===== src/rtl/cfr_pkg.sv =====
// Package: shared constants and helpers for the status flag register.
// Assumes a fixed 8-bit flag layout; bit positions are decoded by branch logic.
package cfr_pkg;
    localparam int unsigned FLAG_W = 8;
    localparam int unsigned POS_C  = 0;
    localparam int unsigned POS_Z  = 1;
    localparam int unsigned POS_N  = 2;
    localparam int unsigned POS_V  = 3;
    localparam int unsigned POS_S  = 4;
    localparam int unsigned POS_H  = 5;
    localparam int unsigned POS_T  = 6;
    localparam int unsigned POS_I  = 7;

    // Replace the sign bit of a flag vector by N xor V.
    function automatic logic [FLAG_W-1:0] fix_sign(input logic [FLAG_W-1:0] v);
        logic [FLAG_W-1:0] r;
        r        = v;
        r[POS_S] = v[POS_N] ^ v[POS_V];
        return r;
    endfunction
endpackage


===== src/rtl/cfr_mask_merge.sv =====
// Module: per-bit merge of an update vector into a current value under a mask.
// Assumes en qualifies the whole update; bits with mask low pass cur through.
module cfr_mask_merge #(
    parameter int unsigned W = 8
) (
    input  logic         en,
    input  logic [W-1:0] cur,
    input  logic [W-1:0] val,
    input  logic [W-1:0] mask,
    output logic [W-1:0] merged
);
    // One select per bit: take the new value only where enabled and masked in.
    for (genvar g = 0; g < W; g++) begin : g_bit
        assign merged[g] = (en && mask[g]) ? val[g] : cur[g];
    end
endmodule


===== src/rtl/cfr_irq_enable.sv =====
// Module: next value of the global interrupt enable from the direct commands.
// Assumes interrupt entry is handled by the caller at higher priority.
module cfr_irq_enable (
    input  logic cur_i,
    input  logic set_req,
    input  logic clr_req,
    output logic touched,
    output logic nxt_i
);
    // Clear wins over set; with neither, the incoming value is kept.
    always_comb begin
        touched = set_req | clr_req;
        if (clr_req)      nxt_i = 1'b0;
        else if (set_req) nxt_i = 1'b1;
        else              nxt_i = cur_i;
    end
endmodule


===== src/rtl/cfr_bit_copy.sv =====
// Module: bit-store source selection and bit-load insertion through the copy bit.
// Assumes OPND_W is a power of two so every select value names a real bit.
module cfr_bit_copy #(
    parameter int unsigned OPND_W = 8,
    parameter int unsigned SEL_W  = $clog2(OPND_W)
) (
    input  logic [OPND_W-1:0] bst_opnd,
    input  logic [SEL_W-1:0]  bst_sel,
    input  logic              t_cur,
    input  logic [OPND_W-1:0] bld_opnd,
    input  logic [SEL_W-1:0]  bld_sel,
    output logic              t_src,
    output logic [OPND_W-1:0] bld_result
);
    // Pick the operand bit that a bit-store would copy into T.
    assign t_src = bst_opnd[bst_sel];

    // Replace the selected operand bit with T for the bit-load write-back.
    for (genvar g = 0; g < OPND_W; g++) begin : g_ins
        assign bld_result[g] = (bld_sel == SEL_W'(g)) ? t_cur : bld_opnd[g];
    end
endmodule


===== src/rtl/cfr_bus_decode.sv =====
// Module: address match for the register's single I/O bus location.
// Assumes strobes are already qualified by the bus master.
module cfr_bus_decode #(
    parameter int unsigned            ADDR_W = 6,
    parameter logic [ADDR_W-1:0]      MATCH  = '1
) (
    input  logic [ADDR_W-1:0] addr,
    input  logic              we,
    input  logic              re,
    output logic              wr_hit,
    output logic              rd_hit
);
    // Qualify each strobe with the address compare.
    always_comb begin
        wr_hit = we && (addr == MATCH);
        rd_hit = re && (addr == MATCH);
    end
endmodule


===== src/rtl/cpu_flag_reg.sv =====
// Module: processor status flag register with ALU, interrupt, copy-bit and bus paths.
// Priority per cycle, highest first: interrupt entry on I, bus write, return and
// set/clear on I, masked ALU update. Bit-store forces T on top of any of them.
// S is always rebuilt as N xor V of the final value. No context save is done here.
module cpu_flag_reg
    import cfr_pkg::*;
#(
    parameter int unsigned           BUS_ADDR_W  = 6,
    parameter logic [BUS_ADDR_W-1:0] REG_IO_ADDR = 6'h3F,
    parameter int unsigned           OPND_W      = 8,
    localparam int unsigned          SEL_W       = $clog2(OPND_W)
) (
    input  logic                  clk,
    input  logic                  rst_n,
    input  logic                  alu_upd,
    input  logic [FLAG_W-1:0]     alu_flags,
    input  logic [FLAG_W-1:0]     alu_mask,
    input  logic                  irq_enter,
    input  logic                  irq_return,
    input  logic                  sei_req,
    input  logic                  cli_req,
    input  logic                  bst_req,
    input  logic [OPND_W-1:0]     bst_opnd,
    input  logic [SEL_W-1:0]      bst_sel,
    input  logic [OPND_W-1:0]     bld_opnd,
    input  logic [SEL_W-1:0]      bld_sel,
    output logic [OPND_W-1:0]     bld_result,
    input  logic [BUS_ADDR_W-1:0] bus_addr,
    input  logic                  bus_we,
    input  logic                  bus_re,
    input  logic [FLAG_W-1:0]     bus_wdata,
    output logic [FLAG_W-1:0]     bus_rdata,
    output logic [FLAG_W-1:0]     status_o
);
    logic [FLAG_W-1:0] stat_q;
    logic [FLAG_W-1:0] alu_merged;
    logic [FLAG_W-1:0] ctl_val;
    logic [FLAG_W-1:0] stat_d;
    logic              wr_hit;
    logic              rd_hit;
    logic              i_touched;
    logic              i_next;
    logic              t_src;

    cfr_mask_merge #(.W(FLAG_W)) u_merge (
        .en     (alu_upd),
        .cur    (stat_q),
        .val    (alu_flags),
        .mask   (alu_mask),
        .merged (alu_merged)
    );

    cfr_irq_enable u_ien (
        .cur_i   (alu_merged[POS_I]),
        .set_req (irq_return | sei_req),
        .clr_req (cli_req),
        .touched (i_touched),
        .nxt_i   (i_next)
    );

    cfr_bit_copy #(.OPND_W(OPND_W), .SEL_W(SEL_W)) u_copy (
        .bst_opnd   (bst_opnd),
        .bst_sel    (bst_sel),
        .t_cur      (stat_q[POS_T]),
        .bld_opnd   (bld_opnd),
        .bld_sel    (bld_sel),
        .t_src      (t_src),
        .bld_result (bld_result)
    );

    cfr_bus_decode #(.ADDR_W(BUS_ADDR_W), .MATCH(REG_IO_ADDR)) u_dec (
        .addr   (bus_addr),
        .we     (bus_we),
        .re     (bus_re),
        .wr_hit (wr_hit),
        .rd_hit (rd_hit)
    );

    // Apply the direct interrupt-enable commands on top of the ALU result.
    always_comb begin
        ctl_val = alu_merged;
        if (i_touched) ctl_val[POS_I] = i_next;
    end

    // Resolve bus write, bit-store, interrupt entry and the derived sign bit.
    always_comb begin
        stat_d = wr_hit ? bus_wdata : ctl_val;
        if (bst_req)   stat_d[POS_T] = t_src;
        if (irq_enter) stat_d[POS_I] = 1'b0;
        stat_d = fix_sign(stat_d);
    end

    // Hold the flag state; synchronous active-low reset clears every bit.
    always_ff @(posedge clk) begin
        if (!rst_n) stat_q <= '0;
        else        stat_q <= stat_d;
    end

    // Present the held value on the bus only when this location is read.
    assign bus_rdata = rd_hit ? stat_q : '0;
    assign status_o  = stat_q;
endmodule


===== config.mk =====
export PLATFORM = sky130hd
export DESIGN_NAME = cpu_flag_reg
export DESIGN_NICKNAME = d
export VERILOG_FILES = /design/src/rtl/cfr_pkg.sv /design/src/rtl/cfr_mask_merge.sv /design/src/rtl/cfr_irq_enable.sv /design/src/rtl/cfr_bit_copy.sv /design/src/rtl/cfr_bus_decode.sv /design/src/rtl/cpu_flag_reg.sv
export SDC_FILE = /design/constraint.sdc
export NUM_CORES = 1
export LEC_CHECK = 0
export ABC_AREA = 1
export BUFFER_PORTS_ARGS = -buffer_cell sky130_fd_sc_hd__buf_4
export CAP_MARGIN = 20
export CORE_MARGIN = 10
export CORE_UTILIZATION = 36
export DETAILED_ROUTE_END_ITERATION = 10
export MAX_ROUTING_LAYER = met4
export PLACE_DENSITY = 0.78
export SETUP_SLACK_MARGIN = 0.5
export SYNTH_ARGS = -nofsm -noshare
export SYNTH_HDL_FRONTEND = slang
export SYNTH_HIERARCHICAL = 1
export SYNTH_SLANG_ARGS = --single-unit

===== constraint.sdc =====
create_clock -name clk -period 1.7 [get_ports clk]
set_input_delay 0.34 -clock clk [delete_from_list [all_inputs] [get_ports clk]]
set_output_delay 0.34 -clock clk [all_outputs]
set_load 0.01 [all_outputs]

==> key figures, run 1 <==
Status
  • Status: finished, final reports clean

Clock network
  • Worst-path clk slew: around 0.050 ns
  • Clock sinks: 8
  • Root Buffer: clkbuf_4
  • CTS max path bufs: 2
  • CTS tree: built
  • Clk Latency, worst-skew pair: 0.26 ns
  • H-tree depth: 1
  • CTS buffer count: 3

STA
  • Slew Viols, Final: 0
  • RSZ-0062 raised after global routing: yes
  • Post-route setup TNS: 0 ns
  • Setup Skew: 0.000123 ns
  • Setup-failing EPs final: 0
  • Relative slew slack: approximately nine tenths
  • Tightest Pin Transition: ~0.16 ns
  • Hold Fails Final Rpt: 0
  • Fin crit period: between 1 and 1.5 ns
  • FMAX: between 0.6 and 0.7 GHz
  • Period utilization: a little under nine tenths

Global route
  • GRT Resource Usage Total: between 10% and 20%
  • Gr ovfl total: 0
  • Vias in the first global route: about 1200
  • Initial antenna violation count: 0
  • First-pass GRT wire length: ~4800 um
  • Largest net degree at the start of global routing: 15

Placement
  • Placed Area: 0.00149 sq mm
  • Placed cell count: 274
  • IO Port Bufs: a little over 80
  • RePlAce Congestion: around 0.8
  • Dpl hpwl: roughly 2800 um

Setup path
  • FF-to-FF Start: status_o[6]
  • Crit path launch: bus_addr[2]
  • Required time worst endpoint: about 1.4 ns
  • Setup crit end kind: primary output
  • Worst path arrival time: about 1.1 ns
  • Setup CP Type: input pin to primary output
  • Crit start category: input pin
  • CP Max Fanout: 8

Job
  • Max-cap violations: 0

Detailed routing
  • Routed len/inst: between 10 and 15 um
  • Total number of vias: about 1300
  • Post-route ant nets: 0
  • 1st-iter DRT viols: 48
  • Number of remaining DRC errors: 0
  • Post-Route WL: 3570 um
  • Vias/cell: ~4.5
  • Drt pass-1 iters: 4

Final layout
  • Max reg flops: 8
  • Layout cells sized above 1: 61.9%
  • ANT cells: 0
  • Nets: between 300 and 400
  • Filler cell count: approximately 170
  • Non-Filler Instances: 285
  • Area growth syn-to-layout: 117%
  • Finished Cell Area: between 0.0015 and 0.002 sq mm

Die
  • Row count: 17
  • Chip width: ~70 um
  • DIE HEIGHT: roughly 69 um
  • I/O pin count: 86
  • Die area: about 0.0047 sq mm
  • Core area: 0.00223 sq mm
  • Starting Density: a little under two fifths

Synthesis
  • Synth Instances: 165
  • Syn. warnings: 6
  • Syn_area_per_cell: 5.13 sq um
  • Post-synthesis cell area: ~850 sq um
  • Syn_nets: roughly 230

Pwr
  • PD cells: about 370 mW/mm^2
  • VDD IR max: 0.000441 V
  • Leakage power: 1.05 nW

Worst hold path
  • Hold_sp: bst_req
  • Worst hold path type: input pin to flip-flop
metal layers:
layer  wire length, um  part of all wire (%)  track usage (%)
met2              1900                    53             23.2
met4                21                  0.59             4.02
met3               302                   8.5             3.86
met1              1350                    38             14.0
met5                 0                     0                -
where the power goes:
| group | leakage [nW] | internal [W] | switching (W) |
|---|---|---|---|
| combinational | 0.973 | 0.000180 | 0.000147 |
| sequential | 0.0663 | 0.000199 | 0.0000112 |
| clock | 0.0138 | 0.0000810 | 0.0000676 |
cell type report:
class / instances / area [sq um] / area share, %
Inverter: 35 / 151 / 8.24
Timing Repair Buffer: 92 / 771 / 41.9
Multi-Input combinational cell: 119 / 694 / 37.8
Tap cell: 28 / 35.0 / 1.91
Clock buffer: 3 / 22.5 / 1.23
Sequential cell: 8 / 164 / 8.92
worst paths after layout:
kind                                     end  slack [ns]  cells after the start
worst max-delay path            bus_rdata[3]        0.24                      9
worst max register to register   status_o[6]        0.60                      8
worst min-delay path             status_o[6]        0.29                      3
worst min register to register   status_o[7]        0.63                      4
timing repair:
action | CTS | global route
gates cloned | 0 | 0
endpoints found under the setup margin | 16 | 25
pin swaps | 10 | 12
setup buffers | 3 | 5
hold buffers | 0 | 0
resized for setup | 31 | 56
worst max-delay path, cell delays in order:
cell,delay [ns]
buf_6,0.07
nand2_2,0.04
nor2_2,0.10
nand2_2,0.06
nor2_2,0.11
buf_6,0.17
nand2_2,0.07
inv_2,0.06
buf_6,0.09
stage by stage:
stage	util [%]	hold WS (ns)	total power [W]	setup slack, ns
final	82.3	0.289	0.000685	0.243
after global routing	82.3	0.282	0.000737	0.179
after CTS	71.8	0.299	0.000647	0.256
after detailed placement	66.6	0.569	0.000477	0.228
after global placement	66.6	0.565	0.000474	0.242
after floorplan	-	0.460	0.000319	0.463
cell usage in the layout, fill, tap and decap left out, types with 4 or more instances in the layout:
master and instances:
nand3_2 7, nor2_1 9, buf_4 73, o21ai_2 9, nand2_2 19, nand2_1 43, inv_2 9, nand2_4 4
nor2_2 5, inv_1 21, buf_6 18, dfxtp_1 7, nand3_1 10
Power figures use the tool's default switching activity.
==> run 2, diff against run 1 <==
ABC_AREA = unset   (was 1)
CORE_MARGIN = 4   (was 10)
CORE_UTILIZATION = 35   (was 36)
PLACE_DENSITY = 0.77   (was 0.78)
==> key figures, run 2 <==
Status
  • Status: finished, final reports clean

Pwr
  • PD cells: 400 mW/mm^2
  • VDD IR max: around 0.00038 V
  • Leakage power: 0.808 nW

Die
  • Starting Density: 36.5%
  • I/O pin count: 86
  • Row count: 17
  • Core area: around 0.0022 sq mm
  • Die area: roughly 0.0031 sq mm
  • Chip width: about 56 um
  • DIE HEIGHT: 56.1 um

Clock network
  • H-tree depth: 1
  • CTS buffer count: 3
  • CTS max path bufs: 2
  • Root Buffer: clkbuf_4
  • CTS Hold Bufs: 0
  • Worst-path clk slew: approximately 0.05 ns
  • Clk Latency, worst-skew pair: roughly 0.26 ns
  • Clock sinks: 8
  • CTS tree: built

STA
  • Fin crit period: 1.49 ns
  • FMAX: 0.669 GHz
  • Hold_ws: about 0.27 ns
  • Setup Skew: 0.000109 ns
  • Tightest Pin Transition: 0.275 ns
  • Slew Viols, Final: 0
  • Setup-failing EPs final: 0
  • Hold Fails Final Rpt: 0
  • Period utilization: 87.9%
  • Relative slew slack: approximately four fifths
  • Post-route setup TNS: 0 ns
  • RSZ-0062 raised after global routing: yes

Setup path
  • Setup crit end kind: primary output
  • Setup CP Type: input pin to primary output
  • Worst path arrival time: approximately 1.2 ns
  • FF-to-FF Start: status_o[7]
  • CP endpoint: bus_rdata[1]
  • Reg-to-reg setup timing slack: approximately 0.52 ns
  • Register-to-Register Path Depth: 4
  • Crit path launch: bus_addr[4]
  • CP Max Fanout: 8
  • Crit start category: input pin
  • FF-to-FF End: status_o[7]
  • Required time worst endpoint: ~1.4 ns

Global route
  • First-pass GRT wire length: 4340 um
  • Gr ovfl total: 0
  • GRT Resource Usage Total: 17.3%
  • Initial antenna violation count: 0
  • Vias in the first global route: about 1000
  • Largest net degree at the start of global routing: 12

Detailed routing
  • Vias/cell: approximately 4.8
  • Post-route ant nets: 0
  • Total number of vias: about 950
  • 1st-iter DRT viols: 14
  • Post-Route WL: 2850 um
  • Drt pass-1 iters: 4
  • Number of remaining DRC errors: 0
  • Routed len/inst: 14.4 um

Final layout
  • Post-layout utilization of the core: around 77%
  • ANT cells: 0
  • Nets: 234
  • Commonest non-fill, non-tap cell in the layout: buf_4
  • Layout cells sized above 1: about three quarters
  • Most frequent cells in the layout: buf_4 (64), buf_6 (19), mux2_4 (12)
  • Max reg flops: 8
  • Area growth syn-to-layout: 112%

Placement
  • RePlAce Congestion: ~0.75
  • Dpl hpwl: between 2000 and 2500 um
  • IO Port Bufs: 82

Synthesis
  • Syn_area_per_cell: approximately 9.7 sq um
  • Post-synthesis cell area: approximately 810 sq um
  • Synth Instances: 83
  • Syn. warnings: 6
  • Syn_nets: between 100 and 150

Job
  • Max-cap violations: 0

Worst hold path
  • Worst hold path type: input pin to flip-flop
[run 2: changes by cell type in the layout (fill, tap and decap cells not counted), sizes merged, moves of 6 or more]
cell	change
nor2	-9
and2	+8
nand2	-58
mux2i	+7
mux2	+16
buf	-6
o21ai	-13
inv	-32
nand3	-16
[run 2: worst min path at each step]
stage	startpoint	end	slack, ns	cells after the start
2_1_floorplan	irq_enter	status_o[7]	0.42	1
3_3_place_gp	irq_enter	status_o[7]	0.52	2
3_5_place_dp	irq_enter	status_o[7]	0.52	2
4_1_cts	irq_enter	status_o[7]	0.26	2
5_1_grt	irq_enter	status_o[7]	0.25	2
6_report	irq_enter	status_o[7]	0.27	2
[run 2: routing by layer]
| layer | part of all wire [%] | track usage [%] |
|---|---|---|
| met5 | 0 | - |
| met4 | 2.1 | 6.10 |
| met2 | 58 | 32.1 |
| met3 | 5.7 | 3.48 |
| met1 | 35 | 17.9 |
[run 2: area by class of cell]
class	instances	area [sq um]
inverter	3	11.3
clock buffer	3	22.5
tap	28	35.0
sequential	8	164
multi-input combinational	70	723
fill	156	502
timing repair buffer	86	754
[run 2: through the flow]
stage / power [W] / std cells / instance area (sq um) / setup slack, ns
global placement: 0.000492 / 192 / 1480 / 0.211
global route: 0.000728 / 198 / 1710 / 0.169
floorplan: 0.000334 / 83 / 845 / 0.303
finish: 0.000684 / 198 / 1710 / 0.205
CTS: 0.000675 / 196 / 1620 / 0.256
detailed placement: 0.000497 / 192 / 1480 / 0.189
[run 2: what timing repair did]
| item | in CTS | in global routing |
|---|---|---|
| setup buffers | 1 | 2 |
| pin swaps | 12 | 16 |
| gates resized for setup | 28 | 19 |
| endpoints found under the hold margin | 0 | 0 |
| setup endpoints to repair | 19 | 23 |
[run 2: critical path, cell delays in order]
cell	delay [ns]
buf_6	0.07
nand4_1	0.19
nor2_4	0.28
and2_4	0.19
buf_6	0.09
[run 2: report_power, final]
part	switching (W)	internal [W]
Sequential	0.0000121	0.000200
Combinational	0.000106	0.000219
Clock	0.0000666	0.0000809
==> run 3, diff against run 2 <==
MAX_ROUTING_LAYER = unset   (was met4)
==> key figures, run 3 (synthesized netlist as in run 2, its figures left out) <==
Setup path
  • Crit-path most repeated cell: buf_6
  • Setup CP Type: input pin to primary output
  • Reg-to-reg setup timing slack: 0.52 ns
  • FF-to-FF Start: status_o[7]
  • Worst path slowest cell: nor2_4
  • Register-to-Register Path Depth: 4
  • Worst path cell trace: buf_6 > nand4_1 > nor2_4 > and2_4 > buf_6
  • Required time worst endpoint: roughly 1.4 ns
  • Crit start category: input pin
  • Critical path's largest stage delay: about 0.28 ns
  • FF-to-FF End: status_o[7]
  • Setup crit end kind: primary output
  • Worst path arrival time: about 1.2 ns
  • CP Max Fanout: 8

Detailed routing
  • Drt pass-1 iters: 4
  • 1st-iter DRT viols: 12
  • Post-Route WL: approximately 2800 um
  • Total number of vias: about 960
  • Post-route ant nets: 0
  • Vias/cell: a little under 5
  • Number of remaining DRC errors: 0
  • Routed len/inst: 14.3 um

Pwr
  • PD cells: ~400 mW/mm^2
  • VDD IR max: 0.000384 V
  • Leakage power: around 0.81 nW
  • Internal power: around 0.0005 W
  • Sequential share of power: 30.9%
  • Switch share: 27.0%
  • Tot Pwr: 0.000684 W
  • Switching power: 0.000184 W
  • Clock share of power: 21.6%
  • Comb pwr share: 47.5%

Placement
  • Pre-CTS WS: 0.189 ns
  • RePlAce Congestion: 0.737
  • IO Port Bufs: around 80
  • Dpl hpwl: roughly 2200 um

Clock network
  • Worst-path clk slew: 0.05 ns
  • CTS Hold Bufs: 0
  • Clock sinks: 8
  • CTS tree: built
  • Clk Latency, worst-skew pair: 0.26 ns
  • Root Buffer: clkbuf_4
  • CTS max path bufs: 2
  • CTS buffer count: 3
  • H-tree depth: 1

Global route
  • Largest net degree at the start of global routing: 12
  • Gr ovfl total: 0
  • First-pass GRT wire length: ~4300 um
  • Vias in the first global route: roughly 1000
  • GRT Resource Usage Total: 17.0%
  • Initial antenna violation count: 0

Die
  • DIE HEIGHT: 56.1 um
  • Row count: 17
  • Chip width: around 56 um
  • I/O pin count: 86
  • Die area: 0.00314 sq mm
  • Starting Density: between 30% and 40%
  • Core area: about 0.0022 sq mm

STA
  • Final WS setup: approximately 0.2 ns
  • Setup Skew: 0.000106 ns
  • Period utilization: approximately 90%
  • Tightest Pin Transition: around 0.28 ns
  • FMAX: 0.666 GHz
  • Hold_ws: between 0.2 and 0.3 ns
  • Relative slew slack: 81.6%
  • Fin crit period: 1.50 ns
  • RSZ-0062 raised after global routing: yes
  • Slew Viols, Final: 0
  • Hold Fails Final Rpt: 0
  • Setup-failing EPs final: 0
  • Post-route setup TNS: 0 ns

Final layout
  • Most frequent cells in the layout: buf_4 (64), buf_6 (19), mux2_4 (12)
  • Commonest non-fill, non-tap cell in the layout: buf_4
  • Nets: 234
  • ANT cells: 0
  • Max reg flops: 8
  • Layout cells sized above 1: 74.7%
  • Area growth syn-to-layout: 112%

Status
  • Status: finished, final reports clean

Worst hold path
  • Hold_sp: irq_enter
  • Worst Hold Depth: 2
  • Min-Delay Endpoint: status_o[7]
  • Worst hold path type: input pin to flip-flop

Job
  • Max-cap violations: 0
[run 3: how the worst max path moves through the flow]
stage,startpoint,end,slack (ns),depth (start not counted)
final,bus_addr[4],bus_rdata[1],0.20,5
after detailed placement,bus_addr[4],bus_rdata[5],0.19,5
after floorplan,alu_upd,status_o[7],0.30,6
after global routing,bus_addr[4],bus_rdata[3],0.17,5
after CTS,bld_sel[1],bld_result[1],0.26,4
after global placement,bst_sel[0],status_o[6],0.21,5
[run 3: through the flow]
stage | instance area [sq um] | util [%] | std cells
6_report | 1710 | 77.3 | 198
5_1_grt | 1710 | 77.3 | 198
4_1_cts | 1620 | 73.4 | 196
3_5_place_dp | 1480 | 66.9 | 192
3_3_place_gp | 1480 | 66.9 | 192
2_1_floorplan | 845 | - | 83
[run 3: area by class of cell]
type,instances,area [sq um]
sequential,8,164
multi-input combinational,70,723
clock buffer,3,22.5
timing repair buffer,86,754
tap,28,35.0
fill,156,502
inverter,3,11.3
[run 3: power groups by stage]
stage	Combinational [W]	Sequential [W]	Clock, W
finish	0.000325	0.000212	0.000148
global route	0.000346	0.000214	0.000171
CTS	0.000310	0.000211	0.000154
detailed placement	0.000283	0.000215	0
global placement	0.000277	0.000215	0
floorplan	0.000116	0.000218	0
[run 3: critical path, delay by kind of cell]
| family | cells | cell delay [ns] |
|---|---|---|
| simple gates | 3 | 0.66 |
| buf+inv | 2 | 0.16 |
[run 3: what timing repair did]
| action | CTS | global route |
|---|---|---|
| buffers inserted | 1 | 2 |
| gates resized for setup | 28 | 19 |
| pin swaps | 12 | 16 |
| setup endpoints to repair | 19 | 23 |
[run 3: metal layers]
layer,vias up,wire length [um],track usage (%)
met5,-,0,0
met4,0,59,6.10
met3,6,177,5.10
met2,38,1640,32.1
met1,442,957,17.3
li1,469,-,-
